--- src/rtl/cq_pkg.sv ---
package cq_pkg;

    typedef enum logic [1:0] {
        SZ_BYTE = 2'b00,
        SZ_HALF = 2'b01,
        SZ_WORD = 2'b10,
        SZ_RSVD = 2'b11
    } size_e;

    // Post-increment step in bytes for a size code.
    function automatic logic [2:0] size_step(input size_e sz);
        logic [2:0] step;
        case (sz)
            SZ_BYTE: step = 3'd1;
            SZ_HALF: step = 3'd2;
            default: step = 3'd4;
        endcase
        return step;
    endfunction

endpackage

--- src/rtl/cq_mask_reg.sv ---
module cq_mask_reg #(
    parameter int ADDR_W = 32,
    parameter int MASK_W = 16
) (
    input  logic              clk,
    input  logic              rst_n,
    input  logic              wr_en,
    input  logic [ADDR_W-1:0] wr_data,
    output logic [ADDR_W-1:0] full_mask
);
    localparam int HI_W = ADDR_W - MASK_W;

    logic [MASK_W-1:0] mask_d, mask_q;

    always_comb begin
        mask_d = mask_q;
        if (wr_en) begin
            mask_d = wr_data[MASK_W-1:0];
        end
    end

    always_ff @(posedge clk) begin
        if (!rst_n) begin
            mask_q <= '1;
        end else begin
            mask_q <= mask_d;
        end
    end

    // Upper half is hardwired to ones.
    assign full_mask = {{HI_W{1'b1}}, mask_q};

    logic unused_wr_hi;
    assign unused_wr_hi = ^wr_data[ADDR_W-1:MASK_W];

endmodule

--- src/rtl/cq_ea_calc.sv ---
module cq_ea_calc #(
    parameter int ADDR_W = 32,
    parameter int EXT_W  = 16,
    parameter int EN_BIT = 5
) (
    input  logic [ADDR_W-1:0] base,
    input  logic [1:0]        size,
    input  logic [EXT_W-1:0]  ext,
    input  logic [ADDR_W-1:0] full_mask,
    output logic [ADDR_W-1:0] addr,
    output logic [ADDR_W-1:0] next
);
    localparam logic [EXT_W-1:0] EN_SEL = EXT_W'(1) << EN_BIT;

    logic              mask_en;
    logic [ADDR_W-1:0] step;
    logic [ADDR_W-1:0] sum;

    always_comb begin
        mask_en = |(ext & EN_SEL);
        step    = ADDR_W'(cq_pkg::size_step(cq_pkg::size_e'(size)));
        addr    = mask_en ? (base & full_mask) : base;
        sum     = addr + step;
        next    = mask_en ? (sum & full_mask) : sum;
    end

endmodule

--- src/rtl/cq_addr_mask.sv ---
module cq_addr_mask #(
    parameter int ADDR_W = 32,
    parameter int MASK_W = 16,
    parameter int EXT_W  = 16,
    parameter int EN_BIT = 5
) (
    input  logic              clk,
    input  logic              rst_n,
    input  logic              reg_wr_en,
    input  logic [ADDR_W-1:0] reg_wr_data,
    output logic [ADDR_W-1:0] reg_rd_data,
    input  logic              req_valid,
    input  logic [ADDR_W-1:0] req_base,
    input  logic [1:0]        req_size,
    input  logic [EXT_W-1:0]  req_ext,
    output logic              out_valid,
    output logic [ADDR_W-1:0] out_addr,
    output logic [ADDR_W-1:0] out_next
);
    typedef struct packed {
        logic              valid;
        logic [ADDR_W-1:0] addr;
        logic [ADDR_W-1:0] next;
    } out_t;

    logic [ADDR_W-1:0] full_mask;
    logic [ADDR_W-1:0] calc_addr;
    logic [ADDR_W-1:0] calc_next;
    out_t              out_d, out_q;

    cq_mask_reg #(.ADDR_W(ADDR_W), .MASK_W(MASK_W)) mask_i (
        .clk       (clk),
        .rst_n     (rst_n),
        .wr_en     (reg_wr_en),
        .wr_data   (reg_wr_data),
        .full_mask (full_mask)
    );

    cq_ea_calc #(.ADDR_W(ADDR_W), .EXT_W(EXT_W), .EN_BIT(EN_BIT)) calc_i (
        .base      (req_base),
        .size      (req_size),
        .ext       (req_ext),
        .full_mask (full_mask),
        .addr      (calc_addr),
        .next      (calc_next)
    );

    always_comb begin
        out_d       = out_q;
        out_d.valid = req_valid;
        if (req_valid) begin
            out_d.addr = calc_addr;
            out_d.next = calc_next;
        end
    end

    always_ff @(posedge clk) begin
        if (!rst_n) begin
            out_q <= '0;
        end else begin
            out_q <= out_d;
        end
    end

    assign reg_rd_data = full_mask;
    assign out_valid   = out_q.valid;
    assign out_addr    = out_q.addr;
    assign out_next    = out_q.next;

endmodule

--- config.mk ---
export PLATFORM = sky130hd
export DESIGN_NAME = cq_addr_mask
export DESIGN_NICKNAME = d
export VERILOG_FILES = /design/src/rtl/cq_pkg.sv /design/src/rtl/cq_mask_reg.sv /design/src/rtl/cq_ea_calc.sv /design/src/rtl/cq_addr_mask.sv
export SDC_FILE = /design/constraint.sdc
export NUM_CORES = 1
export LEC_CHECK = 0
export BUFFER_PORTS_ARGS = -buffer_cell sky130_fd_sc_hd__buf_2
export CAP_MARGIN = 20
export CELL_PAD_IN_SITES_DETAIL_PLACEMENT = 0
export CELL_PAD_IN_SITES_GLOBAL_PLACEMENT = 1
export CORE_MARGIN = 2
export CORE_UTILIZATION = 25
export CTS_BUF_LIST = sky130_fd_sc_hd__clkbuf_8
export DETAILED_ROUTE_END_ITERATION = 10
export PLACE_DENSITY = 0.59
export RECOVER_POWER = 25
export SLEW_MARGIN = 10
export SYNTH_ARGS = -nofsm -noshare
export SYNTH_HDL_FRONTEND = slang
export SYNTH_SLANG_ARGS = --single-unit
--- constraint.sdc ---
create_clock -name clk -period 3.27 [get_ports clk]
set_input_delay 0.654 -clock clk [delete_from_list [all_inputs] [get_ports clk]]
set_output_delay 0.654 -clock clk [all_outputs]
set_load 0.01 [all_outputs]
## Word-level counts from Yosys, hierarchy flattened

Index checks and enable logic that the tools add are counted.

| storage, ports and cells | value |
|---|---|
| register bits | 81 |
| bits of input ports | 86 |
| output and inout bits | 97 |
| word-level logic and storage cells | 12 |

| cells by class | value |
|---|---|
| add/subtract/negate cells | 1 |
| equal/unequal tests | 1 |
| multiplexer cells | 3 |
| bitwise logic cells | 2 |
| reduce and logical (&&, ||, !) cells | 1 |

Operators with widths:

| operator | number |
|---|---|
| 32-bit AND | 2 |
| 32-bit 2-to-1 mux | 2 |
| 32-bit by 3-bit adder with 32-bit output | 1 |
| 3-bit case mux with 2 select lines | 1 |
| 2-bit by 1-bit == test with 1-bit output (second input constant) | 1 |
| 2-bit zero test | 1 |

## Depth between registers and ports, before layout

Gate-level depths: netlist of the first run.

| logic depth | value |
|---|---|
| depth in word-level cells | 5 |
| gate-level depth with buffers | 11 |
| mapped depth without buffers | 9 |

## Hierarchy

A second synthesis of the first run with hierarchy kept.

| second synthesis, totals | value |
|---|---|
| cell total of the unflattened synthesis | 521 |
| area, all modules | 4679.5 um^2 |

By module, submodules not included:

| module | times used | cells an instance | area each (um^2) | seq. area each (um^2) |
|---|---|---|---|---|
| cq_addr_mask | 1 | 208 | 2489.9 | 1301.2 |
| cq_ea_calc | 1 | 244 | 1485.2 | 0.0 |
| cq_mask_reg | 1 | 69 | 704.4 | 320.3 |

## Least setup slack after synthesis of the first run

Ideal clock, no wire load.

| timing path | value |
|---|---|
| path type | input -> register |
| from | input port req_ext[5] |
| to | register out_q, in the netlist out_next[12] |
| setup time | 0.117 ns |
| arrival | 2.817 ns |
| required time | 3.153 ns |
| setup slack | 0.336 ns |
| stages on the path | 11 |
| path buffers | 2 |
| path through | clkbuf_1 nand2b_1 and2_1 ha_1 fa_1 a21o_1 and3_1 nand4_4 buf_2 xnor2_1 a32o_1 |

| on the way | value |
|---|---|
| longest elaborated chain between the ends | 4 |

Ends and longest elaborated chain:

| element | line | source |
|---|---|---|
| start, declared | cq_addr_mask.sv:15 | `input logic [EXT_W-1:0] req_ext,` |
| 32-bit 2-to-1 mux * | cq_ea_calc.sv:22 | `addr = mask_en ? (base & full_mask) : base;` |
| via calc_addr[0] | cq_addr_mask.sv:27 | `logic [ADDR_W-1:0] calc_addr;` |
| 32-bit by 3-bit adder with 32-bit output * | cq_ea_calc.sv:23 | `sum = addr + step;` |
| 32-bit AND | cq_ea_calc.sv:24 | `next = mask_en ? (sum & full_mask) : sum;` |
| 32-bit 2-to-1 mux * | cq_ea_calc.sv:24 |  |
| end signal, assigned | cq_addr_mask.sv:61 | `out_q <= out_d;` |
| end, declared | cq_addr_mask.sv:29 | `out_t out_d, out_q;` |

Mark *: on every way through the listed nets, which the timed path passes. The rest lies on a longest branch.
A chain may end at the register's enable or synchronous reset.

## Worst setup path in the final report of the first run

| timing path | value |
|---|---|
| from | input port req_ext[5] |
| to | register out_q, in the netlist out_next[20] |

Same word-level chain as after synthesis.

==> run_results.csv, run 1 <==
group,metric,value,unit
logic_synthesis,synth.cell_area,4123,um^2
cts,post_cts_buffers,0,
grt,grt_pass1_vias,3556,
die,die_area,17530,um^2
power_and_ir_drop,pwr_density_cell,444.7,nW/um^2
sta,fin_tns_setup,0,ns
outcome,status,"finished clean",
cts,clock_sinks,81,
die,fp.dieW,132.4,um
worst_setup_path,critPathCaptureType,"register",
cts,clk_pin_slew,0.08,ns
logic_synthesis,yosys.area_share.simple,25.55,%
logic_synthesis,avgSynthCellArea,8.924,um^2
worst_setup_path,critPathArrivalTime,2.95,ns
cts,cts_tree,"yes",
worst_setup_path,r2r_cells,9,
logic_synthesis,ys_seq_area_share,39.33,%
logic_synthesis,synth-xor-area-share,1.700,%
worst_setup_path,crit_required,3.58,ns
worst_setup_path,critPathKind,"input port to register",
sta,rsz0062_at_grt,"false",
die,ios,183,
placement,io_buffers,135,
worst_hold_path,hold_depth,1,
logic_synthesis,synth_edf_count,0,
logic_synthesis,synth_top_family_by_area,"simple AND/OR/NAND/NOR gates",
logic_synthesis,synthCells,462,
worst_setup_path,reg2reg_from,"mask_i.mask_q[0]",
placement,place_congestion,0.7256,
die,die_h,132.4,um
sta,min_period,2.648,ns
die,start_util,25.77,%
sta,final-setup-viol-count,0,
sta,max_freq,377.7,MHz
sta,slew_violations,0,
cts,h-tree-depth,3,
logic_synthesis,yosys_register_bits,81,
cts,clockBufferDepth,2,
grt,grt_max_degree,49,
cts,clock-root-buffer,"clkbuf_8",
logic_synthesis,synth-async-reset-ratio,0,%
worst_setup_path,r2r_end,"out_next[20]",
sta,hold_violations,0,
cts,cts_resized,0,
run,drv.max_cap_violation_count,0,
die,fp-row-count,46,
worst_hold_path,hp-class,"register to register",
route,drc,0,
die,core_area,16000,um^2
logic_synthesis,synth_compound_area_share,17.36,%
route,num_vias,3745,
cells_and_area,fin_nets,676,
logic_synthesis,yosys_warnings,0,
logic_synthesis,synth_top_flop_cell,"dfxtp_1",
route,ant_nets,0,
grt,grt_pass1_wl,19270,um
worst_setup_path,critPathLaunchType,"input port",
cells_and_area,n_antenna_cell,0,
route,drtIter0Drc,119,
cells_and_area,regArea,1622,um^2
power_and_ir_drop,vdd_drop_max,214.3,uV
sta,clock-skew-final,0.01153,ns
power_and_ir_drop,power,2.278,mW
route,routed_wl,12230,um
route,wl_met3,537,um
logic_synthesis,synthAdderAreaFrac,1.396,%
grt,antenna_found_initial,0,
worst_setup_path,reg2reg_slack,0.63,ns
grt,grt_usage,13.86,%
logic_synthesis,yosysUniqueCellTypes,55,
cts,hold_buffers,0,
cells_and_area,synthToLayoutAreaGrowth,24.22,%
cells_and_area,design_area,5121,um^2
route,firstDrtPassIters,7,
grt,overflow,0,
cells_and_area,multi_input_area,2287,um^2
cts,cts_made_buffers,9,
logic_synthesis,yosys-mux-area-fraction,8.012,%
cells_and_area,drive_gt1_share,22.54,%
worst_hold_path,min-delay-start,"out_next[9]",
route,route.top_layer_used,"met4",
route,m1WireLength,5862,um
placement,place_area,4949,um^2
cells_and_area,fillers,1776,
worst_setup_path,worstPathMaxFanout,19,
worst_hold_path,whs_endpoint,"out_next[9]",
power_and_ir_drop,p_leak,2.175,nW
sta,relSlewSlack,21.25,%
route,via_per_inst,4.646,
route,met2_length,5605,um
sta,worst_slew_pin_slew,1.181,ns
placement,place_hpwl,9143,um
sta,fin_crit_sh,80.98,%
route,avgRoutedWirePerCell,15.17,um
cts,clock_latency,0.38,ns
sta,fin_hold_ws,0.4767,ns
layout by cell type (no fill, tap or decap), types with 3 or more instances in the layout:
master    count
a21boi_0     20
a21oi_1       8
a31oi_1      11
a32o_1        5
and2_1        9
and3_1        3
buf_2       105
buf_4         7
clkbuf_1     30
clkbuf_8     10
conb_1       16
dfxtp_1      81
ha_1          3
inv_1        13
mux2i_1      33
nand2_1      45
nand2b_1     30
nand3_1      24
nand3b_1      3
nand4_1      10
nor2_1        8
nor2b_1      24
o211ai_1      9
o21ai_0      15
o31ai_1       8
or3_1         3
or4_1        10
xnor2_1       7
routing by layer:
layer  up-vias  track usage [%]
li1       1868                -
met1      1763            18.52
met2       100            21.07
met3        14            3.103
met4         0            6.750
met5         -                0
synthesized netlist by cell type (3+ instances only):
master,instances,share of area [%]
ha_1,3,0.91
clkbuf_1,21,1.9
o21ai_0,15,1.8
nand3b_1,3,0.55
a21boi_0,20,3.6
nor2b_1,24,3.6
nand4_1,10,1.5
or3_1,3,0.46
buf_2,3,0.36
o211ai_1,9,1.6
a32o_1,5,1.2
inv_1,11,1.0
xnor2_1,7,1.5
and2_1,9,1.4
or4_1,10,1.8
nand2b_1,30,4.6
buf_4,16,2.9
a31oi_1,11,1.7
and3_1,3,0.46
a21oi_1,8,0.97
o31ai_1,8,1.5
mux2i_1,33,8.0
nor2_1,8,0.73
nand3_1,24,2.9
dfxtp_1,81,39
buf_1,4,0.36
nand2_1,45,4.1
sequential cells by signal, indices dropped and copies added, names as in the netlist:
name	flops
mask_i.mask_q	16
out_addr	32
out_next	32
out_valid	1
cells by family after synthesis:
| family | count (synthesis) |
|---|---|
| AOI/OAI and AO/OA | 96 |
| xor gates and xnor gates | 8 |
| adders and majority gates | 4 |
| buffers and inverters | 55 |
| DFF | 81 |
| muxes | 33 |
| other | 1 |
| and+or+nand+nor | 184 |
layout make-up:
class	count	share of cell area, %
inverters	11	0.8063
flip-flops and latches	81	31.66
multi-input cells	341	44.66
well taps	216	5.277
clock buffers	10	2.688
clock inverters	5	1.417
repair buffers	142	13.49
stage by stage:
step | setup WS [ns] | instances | util (%)
6_report | 0.6221 | 806 | 32.01
3_5_place_dp | 0.2170 | 791 | 30.93
5_1_grt | 0.3238 | 806 | 32.01
2_1_floorplan | 0.3359 | 477 | -
3_3_place_gp | 0.2421 | 791 | 30.93
4_1_cts | 0.5936 | 806 | 32.24
critical path: stages:
cell and delay [ns]:
buf_2 0.12, nand2b_1 0.09, and2_1 0.15, ha_1 0.21
fa_1 0.22, a21o_1 0.13, and3_1 0.30, nand4_4 0.30
or4_1 0.59, a31oi_1 0.17
worst max path at each step:
stage,start,endpoint,slack (ns),cells past startpoint
after floorplan,req_ext[5],out_next[12],0.34,11
after global placement,req_ext[5],out_next[20],0.24,10
after detailed placement,req_ext[5],out_next[28],0.22,10
after CTS,mask_i.mask_q[0],out_next[28],0.59,9
after global routing,mask_i.mask_q[0],out_next[28],0.32,9
final,req_ext[5],out_next[20],0.62,10
where the power goes:
part	internal [mW]	switching [mW]	total [mW]
registers	1.05	0.0389	1.09
clock network	0.440	0.372	0.813
logic	0.157	0.222	0.378
total	1.64	0.633	2.28
Power figures use the tool's default switching activity.
==> run 2: changes to the inputs <==
==> constraint.sdc (replaced) <==
create_clock -name clk -period 2.5 [get_ports clk]
set_input_delay 0.5 -clock clk [delete_from_list [all_inputs] [get_ports clk]]
set_output_delay 0.5 -clock clk [all_outputs]
set_load 0.01 [all_outputs]
==> run 2 against run 1 <==
Global-route usage increased by 0.17 points. Wire length up 2.7%. Cell count grew 3.5%. Sequential power is 30% higher. Worst setup slack got worse by 0.50 ns. Largest power group unchanged.
==> run_results.csv, run 2 (synthesis gave the netlist of run 1 again) <==
group,metric,value,unit
cts,clock-root-buffer,"clkbuf_8",
die,ios,183,
sta,relSlewSlack,34.44,%
sta,fin_hold_ws,0.3284,ns
cells_and_area,synthToLayoutAreaGrowth,30.53,%
route,avgRoutedWirePerCell,15.06,um
cts,cts_made_buffers,9,
run,drv.max_cap_violation_count,0,
power_and_ir_drop,switching_power,0.8588,mW
power_and_ir_drop,pwr_density_cell,542.1,nW/um^2
die,start_util,25.77,%
sta,final-setup-viol-count,0,
sta,slew_violations,0,
power_and_ir_drop,combPwrFrac,18.3,%
sta,fin_crit_sh,95.24,%
cts,cts_tree,"yes",
worst_setup_path,critPathLaunchType,"register",
worst_setup_path,cp_top_family,"simple AND/OR/NAND/NOR gates",
route,met2_length,5859,um
die,core_area,16000,um^2
worst_setup_path,path_cells,"nand2b_1, and2_2, ha_1, a211oi_1, nor3b_2, nand3_2, buf_12, o311a_1, a221o_1",
placement,io_buffers,135,
cells_and_area,drive_gt1_share,31.55,%
route,routed_wl,12560,um
route,num_vias,3819,
worst_setup_path,crit_required,2.76,ns
cells_and_area,mostFrequentLayoutCell,"buf_2",
worst_setup_path,critPathArrivalTime,2.64,ns
die,die_area,17530,um^2
power_and_ir_drop,power.share.clock,33.0,%
power_and_ir_drop,internal_power,2.058,mW
sta,min_period,2.381,ns
cells_and_area,fin_nets,703,
worst_setup_path,worstPathMaxFanout,16,
worst_setup_path,crit_buf_inv,1,
power_and_ir_drop,p_leak,2.404,nW
cts,clk_pin_slew,0.09,ns
sta,hold_violations,0,
placement,place_hpwl,9254,um
grt,grt_pass1_vias,3595,
grt,antenna_found_initial,0,
route,via_per_inst,4.579,
cts,hold_buffers,0,
worst_setup_path,crit_slowest_cell,"dfxtp_1",
route,route.top_layer_used,"met4",
cts,clock_latency,0.38,ns
sta,max_freq,420.0,MHz
worst_setup_path,reg2reg_slack,0.12,ns
cts,clockBufferDepth,2,
power_and_ir_drop,seqPwrFrac,48.7,%
worst_setup_path,cpPeakStageDelay,0.33,ns
cells_and_area,final_util,33.63,%
route,drtIter0Drc,219,
grt,grt_usage,14.03,%
sta,worst_slew_pin_slew,0.9813,ns
die,fp-row-count,46,
cells_and_area,n_antenna_cell,0,
route,firstDrtPassIters,4,
cells_and_area,layout_common_cells,"132 x buf_2, 80 x dfxtp_1, 45 x nand2_1, 33 x mux2i_1, 30 x nand2b_1",
outcome,status,"finished clean",
worst_setup_path,critPathCaptureType,"register",
sta,clock-skew-final,0.01385,ns
placement,place_congestion,0.7278,
worst_hold_path,hp-class,"input port to register",
route,ant_nets,0,
power_and_ir_drop,vdd_drop_max,224.8,uV
sta,fin_tns_setup,0,ns
grt,grt_pass1_wl,19380,um
route,drc,0,
grt,overflow,0,
route,wl_met3,535,um
worst_setup_path,critPathKind,"register to register",
power_and_ir_drop,p_sw_share,29.44,%
cts,clock_sinks,81,
die,die_h,132.4,um
cts,h-tree-depth,3,
route,m1WireLength,5953,um
die,fp.dieW,132.4,um
grt,grt_max_degree,73,
## run 2: cell count changes in the layout (fill, tap and decap cells not counted), sizes merged
cell	delta
clkinvlp	+1
clkinv	+2
buf	+51
bufinv	-1
clkbuf	-26
nand4	+1
## run 2: cell type report
type / instances / area [um^2]
fillers: 1753 / 10620
multi-input cells: 342 / 2330
flip-flops and latches: 81 / 1623
repair buffers: 168 / 929.6
well taps: 216 / 270.3
clock buffers: 9 / 123.9
clock inverters: 7 / 63.81
inverters: 11 / 41.29
## run 2: routing by layer
layer	up-vias	GRT usage, %
li1	1931	-
met1	1778	18.29
met2	99	22.42
met3	11	3.027
met4	0	5.974
met5	-	0
## run 2: final timing paths
| check | from | endpoint | cells after the start |
|---|---|---|---|
| setup / recovery | mask_i.mask_q[1] | out_next[27] | 9 |
| hold / removal | reg_wr_data[6] | mask_i.mask_q[6] | 3 |
| setup reg to reg | mask_i.mask_q[1] | out_next[27] | 9 |
| hold reg to reg | out_next[9] | out_next[9] | 1 |
## run 2: stage by stage
stage	setup slack [ns]	instance area, um^2	power (mW)	std cells
after detailed placement	-0.1915	5149	1.984	815
final	0.1191	5381	2.917	834
after CTS	0.02384	5336	2.964	831
after global routing	-0.0004798	5381	3.092	834
after floorplan	0.005971	4197	1.759	477
after global placement	-0.1804	5149	1.976	815
## run 2: repair_timing
| item | 4_1_cts | 5_1_grt |
|---|---|---|
| endpoints found under the hold margin | 0 | 0 |
| setup buffers | 0 | 2 |
| endpoints found under the setup margin | 0 | 14 |
| gates resized for setup | 0 | 7 |
## run 2: tightest hold or removal path: cells and delay by family
kind          cells  cell delay [ns]
buf+inv           1             0.07
mux               1             0.05
simple gates      1             0.06
## run 2: power by group through the flow
| stage | combinational, mW | clock (mW) | sequential [mW] |
|---|---|---|---|
| 6_report | 0.533 | 0.963 | 1.42 |
| 3_5_place_dp | 0.532 | 0 | 1.45 |
| 5_1_grt | 0.592 | 1.07 | 1.43 |
| 3_3_place_gp | 0.526 | 0 | 1.45 |
| 2_1_floorplan | 0.277 | 0 | 1.48 |
| 4_1_cts | 0.534 | 1.01 | 1.42 |
==> run 3: changes to the inputs <==
--- a/config.mk
+++ b/config.mk
@@ -13,8 +13,10 @@
 export CORE_UTILIZATION = 25
 export CTS_BUF_LIST = sky130_fd_sc_hd__clkbuf_8
 export DETAILED_ROUTE_END_ITERATION = 10
+export GPL_ROUTABILITY_DRIVEN = 0
 export PLACE_DENSITY = 0.59
 export RECOVER_POWER = 25
+export REMOVE_ABC_BUFFERS = 1
 export SLEW_MARGIN = 10
 export SYNTH_ARGS = -nofsm -noshare
 export SYNTH_HDL_FRONTEND = slang
==> run 3 against run 2 <==
Wire length rose by 1.5%. Clock power fell by 11%. Sequential power barely moved. Critical path depth did not move. Count of clock-buffer cells in the layout rose by 2. First-iteration DRC count fell by 11%. Utilization rose by 0.20 points. Cell area rose by 0.58%. Clock skew fell by 0.0019 ns. Combinational power rose by 3%. Worst setup slack improved by 0.0062 ns. Non-clock buffer count rose by 7. Critical endpoint is now out_next[22]. Highest routed layer unchanged.
==> run_results.csv, run 3 (synthesis gave the netlist of run 1 again) <==
group,metric,value,unit
outcome,status,"finished clean",
sta,slew_violations,0,
route,avgRoutedWirePerCell,15.23,um
cts,cts_made_buffers,9,
worst_setup_path,crit_buf_inv,0,
route,via_per_inst,4.639,
die,die_area,17530,um^2
die,fp-row-count,46,
placement,place_ws,-0.3023,ns
sta,fin_crit_sh,94.99,%
cells_and_area,n_antenna_cell,0,
placement,place_hpwl,9177,um
cells_and_area,design_area,5413,um^2
cells_and_area,synthToLayoutAreaGrowth,31.29,%
worst_setup_path,cpPeakStageDelay,0.59,ns
worst_setup_path,critPathKind,"register to register",
route,drtIter0Drc,195,
cts,cts_tree,"yes",
grt,grt_usage,14.39,%
worst_hold_path,hp-class,"input port to register",
cells_and_area,drive_gt1_share,32.05,%
sta,clock-skew-final,0.01194,ns
sta,final-setup-viol-count,0,
cts,clock_sinks,81,
worst_setup_path,critPathArrivalTime,2.67,ns
sta,worst_slew_pin_slew,0.7262,ns
worst_setup_path,critPathLaunchType,"register",
die,start_util,25.77,%
die,core_area,16000,um^2
cts,h-tree-depth,3,
cts,clock_latency,0.37,ns
run,drv.max_cap_violation_count,0,
power_and_ir_drop,pwr_density_cell,522.0,nW/um^2
worst_setup_path,path_cells,"nand2b_1, and2_1, ha_2, fa_2, a21o_1, and3_4, nand4_4, or4_4, a31oi_1",
cts,clk_pin_slew,0.08,ns
grt,antenna_found_initial,0,
sta,setup_slack,0.1253,ns
route,drc,0,
cts,clockBufferDepth,2,
worst_setup_path,worstPathMaxFanout,8,
grt,grt_max_degree,74,
placement,io_buffers,135,
power_and_ir_drop,p_leak,2.425,nW
sta,min_period,2.375,ns
die,ios,183,
placement,dp.cells,823,
route,routed_wl,12750,um
die,die_h,132.4,um
sta,max_freq,421.1,MHz
worst_setup_path,crit_required,2.80,ns
route,ant_nets,0,
cells_and_area,mostFrequentLayoutCell,"buf_2",
sta,hold_violations,0,
placement,place_area,5201,um^2
power_and_ir_drop,vdd_drop_max,210.0,uV
grt,grt_pass1_vias,3733,
route,firstDrtPassIters,4,
sta,relSlewSlack,51.59,%
cts,clock-root-buffer,"clkbuf_8",
cells_and_area,fillers,1756,
power_and_ir_drop,power,2.825,mW
cells_and_area,fin_nets,710,
grt,grt_pass1_wl,19840,um
worst_setup_path,reg2reg_slack,0.13,ns
worst_setup_path,critPathCaptureType,"register",
worst_setup_path,crit_slowest_cell,"or4_4",
route,num_vias,3883,
cells_and_area,fin_cells,837,
cts,hold_buffers,0,
sta,fin_tns_setup,0,ns
die,fp.dieW,132.4,um
worst_setup_path,cp_top_family,"simple AND/OR/NAND/NOR gates",
grt,overflow,0,
cells_and_area,layout_common_cells,"133 x buf_2, 81 x dfxtp_1, 45 x nand2_1, 38 x buf_4, 33 x mux2i_1",
[run 3: changes by cell type in the layout (fill, tap and decap cells not counted), sizes merged]
cell / delta
buf: +10
bufinv: -1
clkbuf: -1
clkinv: -2
clkinvlp: -1
inv: -2
[run 3: cell type report]
class                           instances  area (um^2)  share of cell area (%)
Clock buffer                           11        151.4                   2.797
Multi-Input combinational cell        342         2325                   42.95
Inverter                               11        41.29                  0.7628
Clock inverter                          1        5.005                 0.09246
Sequential cell                        81         1622                   29.96
Tap cell                              216        270.3                   4.993
Timing Repair Buffer                  175        998.5                   18.45
[run 3: metal layers]
metal / global-route usage [%] / part of all wire [%] / vias to the layer above
li1: - / - / 1930
met1: 17.54 / 45 / 1825
met2: 24.29 / 48 / 113
met3: 3.333 / 5.2 / 15
met4: 6.153 / 1.8 / 0
met5: 0 / 0 / -
[run 3: what timing repair did]
action | 4_1_cts | 5_1_grt
gates resized for setup | 0 | 8
pin swaps | 1 | 4
setup endpoints to repair | 2 | 12
buffers inserted | 0 | 1
gates cloned | 0 | 1
[run 3: worst paths after layout]
check	startpoint	end	depth (start not counted)
min reg2reg	out_next[3]	out_next[3]	2
min	reg_wr_data[11]	mask_i.mask_q[11]	3
max reg2reg	mask_i.mask_q[0]	out_next[22]	9
max	mask_i.mask_q[0]	out_next[22]	9
[run 3: worst register-to-register path: stages (launching register included)]
cell	delay (ns)
dfxtp_1	0.33
nand2b_1	0.12
and2_1	0.15
ha_2	0.19
fa_2	0.21
a21o_1	0.15
and3_4	0.24
nand4_4	0.18
or4_4	0.59
a31oi_1	0.16
[run 3: power breakdown]
| group | switching, mW | internal (mW) | total, mW |
|---|---|---|---|
| registers | 0.0462 | 1.37 | 1.42 |
| logic | 0.305 | 0.245 | 0.551 |
| clock network | 0.466 | 0.392 | 0.858 |
| total | 0.818 | 2.01 | 2.83 |
[run 3: metrics by stage]
| step | utilization, % | hold WS, ns |
|---|---|---|
| 6_report | 33.83 | 0.3370 |
| 3_3_place_gp | 32.51 | 0.4484 |
| 2_1_floorplan | - | 0.4950 |
| 3_5_place_dp | 32.51 | 0.4673 |
| 4_1_cts | 33.48 | 0.3162 |
| 5_1_grt | 33.83 | 0.3299 |
